<file path="config.mk">
export PLATFORM = sky130hd
export DESIGN_NAME = uart_addr_rx
export DESIGN_NICKNAME = d
export VERILOG_FILES = /design/src/rtl/uart_addr_rx.sv
export SDC_FILE = /design/constraint.sdc
export NUM_CORES = 1
export LEC_CHECK = 0
export BUFFER_PORTS_ARGS = -buffer_cell sky130_fd_sc_hd__buf_2
export CAP_MARGIN = 40
export CORE_MARGIN = 4
export CORE_UTILIZATION = 55
export DETAILED_ROUTE_END_ITERATION = 8
export GPL_TIMING_DRIVEN = 0
export HOLD_SLACK_MARGIN = 0.08
export PLACE_DENSITY = 0.76
export SYNTH_ARGS = -nofsm -noshare
export SYNTH_HDL_FRONTEND = slang
export SYNTH_SLANG_ARGS = --single-unit
</file>
<file path="constraint.sdc">
create_clock -name clk -period 3 [get_ports clk]
set_input_delay 0.6 -clock clk [delete_from_list [all_inputs] [get_ports clk]]
set_output_delay 0.6 -clock clk [all_outputs]
set_load 0.01 [all_outputs]
</file>
<file path="src/rtl/uart_addr_rx.sv">
module uart_addr_rx #(
  parameter int OVS = 16
) (
  input  logic       clk,
  input  logic       rst_n,
  input  logic       rxd,
  input  logic       tick,
  input  logic [3:0] cfg_bits,
  input  logic       filt_set,
  input  logic       filt_clr,
  output logic       filt_on,
  input  logic       rd_stb,
  output logic [7:0] rx_data,
  output logic       rx_bit9,
  output logic       rx_ferr,
  output logic       rx_ready,
  output logic       rx_ovr
);
  localparam int CW = $clog2(OVS);
  localparam logic [CW-1:0] MID  = CW'(OVS / 2 - 1);
  localparam logic [CW-1:0] LAST = CW'(OVS - 1);

  typedef enum logic [2:0] {S_IDLE, S_START, S_DATA, S_STOP, S_WAIT} st_t;
  st_t st;

  logic [CW-1:0] cnt;
  logic [3:0]    idx;
  logic [8:0]    sh;
  logic [3:0]    nb;
  logic          nine, at_last, fin, ftype, acc, ferr_now;

  assign nb       = (cfg_bits < 4'd5) ? 4'd5 : (cfg_bits > 4'd9) ? 4'd9 : cfg_bits;
  assign nine     = (nb == 4'd9);
  assign at_last  = tick && (cnt == LAST);
  assign fin      = (st == S_STOP) && at_last;
  assign ftype    = nine ? sh[8] : rxd;
  assign acc      = fin && (!filt_on || ftype);
  assign ferr_now = !rxd && (nine || !filt_on);

  always_ff @(posedge clk or negedge rst_n) begin
    if (!rst_n) begin
      st  <= S_IDLE;
      cnt <= '0;
      idx <= '0;
      sh  <= '0;
    end else begin
      case (st)
        S_IDLE: if (tick && !rxd) begin
          st  <= S_START;
          cnt <= '0;
        end
        S_START: if (tick) begin
          if (cnt == MID) begin
            if (!rxd) begin
              st  <= S_DATA;
              cnt <= '0;
              idx <= '0;
              sh  <= '0;
            end else begin
              st <= S_IDLE;
            end
          end else begin
            cnt <= cnt + 1'b1;
          end
        end
        S_DATA: if (tick) begin
          if (cnt == LAST) begin
            sh[idx] <= rxd;
            cnt     <= '0;
            if (idx == nb - 4'd1) st <= S_STOP;
            else idx <= idx + 4'd1;
          end else begin
            cnt <= cnt + 1'b1;
          end
        end
        S_STOP: if (tick) begin
          cnt <= at_last ? '0 : cnt + 1'b1;
          if (at_last) st <= S_WAIT;
        end
        S_WAIT: if (tick && rxd) st <= S_IDLE;
        default: st <= S_IDLE;
      endcase
    end
  end

  always_ff @(posedge clk or negedge rst_n) begin
    if (!rst_n) filt_on <= 1'b0;
    else if (filt_clr) filt_on <= 1'b0;
    else if (filt_set) filt_on <= 1'b1;
  end

  always_ff @(posedge clk or negedge rst_n) begin
    if (!rst_n) begin
      rx_data  <= '0;
      rx_bit9  <= 1'b0;
      rx_ferr  <= 1'b0;
      rx_ready <= 1'b0;
      rx_ovr   <= 1'b0;
    end else begin
      if (rd_stb) begin
        rx_ready <= 1'b0;
        rx_ovr   <= 1'b0;
      end
      if (acc) begin
        if (rx_ready && !rd_stb) begin
          rx_ovr <= 1'b1;
        end else begin
          rx_data  <= sh[7:0];
          rx_bit9  <= nine & sh[8];
          rx_ferr  <= ferr_now;
          rx_ready <= 1'b1;
        end
      end
    end
  end
endmodule

</file>
==> flow_summary.json <==
{
  "status": "finished clean",
  "ys_ff_latch": 33,
  "reg2reg_to": "rx_data[6]",
  "tritoncts": "built",
  "port_buffers": 22,
  "clk_pin_slew_worst_paths_ns": 0.10,
  "cts-buffers-inserted": 5,
  "post-route-period-util_pct": 87.16,
  "core_region_area_sq_um": 3153,
  "finalCriticalPeriod_ns": 2.615,
  "timing.reg2reg.worst_path_depth": 6,
  "critPathCaptureType": "register",
  "arrival_ns": 2.83,
  "mappedNetlistNets": 192,
  "fillers": 258,
  "avgViaCountPerCell": 5.657,
  "setup.reg_to_reg.worst_slack_ns": 0.87,
  "cts-resized-gates": 0,
  "postLayoutCoreUtil_pct": 66.31,
  "regToRegStartpoint": "cnt[0]",
  "cts-htree-levels": 2,
  "clkLatencyLatePin_ns": 0.33,
  "detailedRoute.firstIterationViolations": 89,
  "cts.repair_timing.setup_buffer_count": 0,
  "final_layout_size_suffix_gt1_share_pct": 23.53,
  "synth.yosys.warnings": 0,
  "timing.critical_path.required_ns": 3.22,
  "yosysUniqueCellTypes": 55,
  "antenna_found_initial": 0,
  "cts.sinks": 33,
  "design.die.area_sq_um": 4398,
  "largest_cells_by_area_after_synthesis": "dfrtp_1 44%, mux2_1 4.8%, ha_1 4.7%, a21oi_1 2.9%, a21bo_1 2.7%",
  "routedWlPerCell_microns": 14.03,
  "ctsLongestPathBuffers": 2,
  "track_usage_pct": 18.89,
  "worst_hold_path_type": "in2async",
  "insertedDiodeCount": 0,
  "cts_hold_buf": 0,
  "grt_first_pass_wirelength_mm": 6.203,
  "seq_area_sq_um": 825.8,
  "critical_path_class": "in2reg",
  "netlist.top_cell.by_area": "dfrtp_1",
  "finalNetCount": 221,
  "ys_async_sr_fraction_pct": 100.0,
  "switching_share_pct": 31.00,
  "cts.root.buffer_cell": "clkbuf_4",
  "boundary_pins": 24,
  "setup_viol": 0,
  "cap_viol_max_count": 0,
  "drtAntennaViolNets": 0,
  "power_density_nw_per_um2": 428.7,
  "globalRoute.totalOverflow": 0,
  "grt_setup_unrepaired": "no",
  "initial_utilization_pct": 59.33,
  "postSynthAreaPerCell_sq_um": 10.75,
  "max-vdd-ir-drop_v": 0.0002934,
  "sequentialPowerShare_pct": 53.8,
  "first_global_vias": 1387,
  "worst_relative_slew_slack_pct": 50.89,
  "largest_net_degree_at_the_start_of_global_routing": 34,
  "power_report.internal_total_mw": 0.6184,
  "synth-edff-count": 0,
  "share_clk_of_total_power_pct": 27.1,
  "worst_slew_pin_slew_ns": 0.7366,
  "area.growth.synth_to_final_pct": 11.77,
  "multiInputGateArea_sq_um": 959.7,
  "dr_total_vias": 1403,
  "ys_seq_area_share_pct": 44.15,
  "yosys.area.top_type_share_pct": 44.15,
  "routabilityCongestion": 0.8117,
  "fin_setup_tns_ns": 0,
  "max_freq_ghz": 0.3824,
  "dpl.hpwl_mm": 2.578,
  "cell_row_count": 20,
  "dr.pass1.iters": 4,
  "pwr-share-comb_pct": 19.1,
  "final-max-slew-violation-count": 0,
  "path_max_fanout": 10,
  "finalHoldViolations": 0,
  "die_h_microns": 66.32,
  "total_leakage_power_nw": 1.099,
  "dieWidth_microns": 66.32,
  "switching_power_mw": 0.2778,
  "syn_inst": 174,
  "crit_path_start_kind": "input pin",
  "worst_clock_skew_ns": 0.005791,
  "finalWirelength_mm": 3.479,
  "post_synth_instance_area_sq_um": 1871,
  "synth_flop_cell": "dfrtp_1",
  "remaining_drc_errors": 0,
  "fin_hold_ws_ns": 0.3151
}
-- cells by family after synthesis --
logic type / after synthesis / share of synthesized area, %
flops: 33 / 44.15
mux: 11 / 6.957
compound gates: 52 / 21.00
buf+inv: 14 / 4.548
simple gates: 54 / 16.52
fa+ha+maj: 7 / 4.682
xor+xnor: 3 / 2.141
-- registers in the layout, summed over array words and instances, names as in the netlist --
name / flops
rx_bit9: 1
st: 3
rx_ferr: 1
rx_data: 8
rx_ovr: 1
cnt: 4
idx: 4
filt_on: 1
rx_ready: 1
sh: 9
-- worst max-delay path, stage by stage --
cell	delay, ns
buf_2	0.12
or3b_1	0.39
a21oi_1	0.21
inv_1	0.07
ha_1	0.23
nand3_1	0.12
nand2_1	0.09
o2111ai_1	0.32
buf_2	0.32
mux2_1	0.36
-- per-layer routing --
metal,GRT usage (%),part of all wire [%],vias to the layer above,wire length [microns]
met4,6.853,1.3,0,46
met2,30.61,46,29,1608
met5,0,0,-,0
li1,-,-,704,-
met1,23.70,48,664,1671
met3,5.612,4.4,6,153
-- final cells by class --
type	instances	share of cell area [%]
buffer	7	2.813
inverter	7	1.257
clock inverter	3	0.8378
tap	44	2.633
timing repair buffer	22	5.266
clock buffer	5	1.795
multi-input combinational	127	45.90
sequential	33	39.50
-- cell usage after synthesis (3+ instances only) --
library cell,n
o21ai_0,3
inv_1,6
a21oi_1,11
a32o_1,3
ha_1,7
nand3b_1,4
dfrtp_1,33
nand2_1,12
nand3_1,7
a21bo_1,5
and3_1,3
nor2_1,11
mux2_1,8
o21ai_1,10
-- placed cells by master, fill, tap and decap left out, drive strengths merged, types with 3 or more instances in the layout --
master / synthesis / routed
a21bo: 5 / 5
a21oi: 11 / 11
a32o: 3 / 3
and3: 4 / 4
buf: 5 / 27
clkbuf: 1 / 6
dfrtp: 33 / 33
ha: 7 / 7
inv: 7 / 7
mux2: 10 / 10
nand2: 12 / 12
nand3: 7 / 7
nand3b: 5 / 5
nor2: 11 / 11
o21ai: 14 / 14
-- power by group through the flow --
stage / logic (mW) / registers, mW / clock network (mW)
2_1_floorplan: 0.128 / 0.489 / 0
3_3_place_gp: 0.165 / 0.490 / 0
3_5_place_dp: 0.170 / 0.491 / 0
4_1_cts: 0.171 / 0.483 / 0.254
5_1_grt: 0.196 / 0.487 / 0.280
6_report: 0.171 / 0.483 / 0.243
-- stage by stage --
stage	std cells	cell area [sq um]	total power, mW	setup WS [ns]
finish	248	2091	0.8962	0.3851
CTS	248	2091	0.9078	0.3864
detailed placement	240	2036	0.6615	0.01948
global placement	240	2036	0.6548	0.1408
floorplan	174	1871	0.6165	0.3622
global route	248	2091	0.9629	0.2513
-- how the worst max path moves through the flow --
stage	from	to	slack, ns	depth (start not counted)
6_report	cfg_bits[1]	rx_data[6]	0.39	10
5_1_grt	cfg_bits[1]	rx_data[6]	0.25	10
4_1_cts	cfg_bits[1]	rx_data[6]	0.39	10
3_5_place_dp	cfg_bits[1]	rx_data[6]	0.02	10
3_3_place_gp	cfg_bits[1]	rx_data[4]	0.14	10
2_1_floorplan	cfg_bits[3]	idx[0]	0.36	10
(Power assumes the default switching activity.)
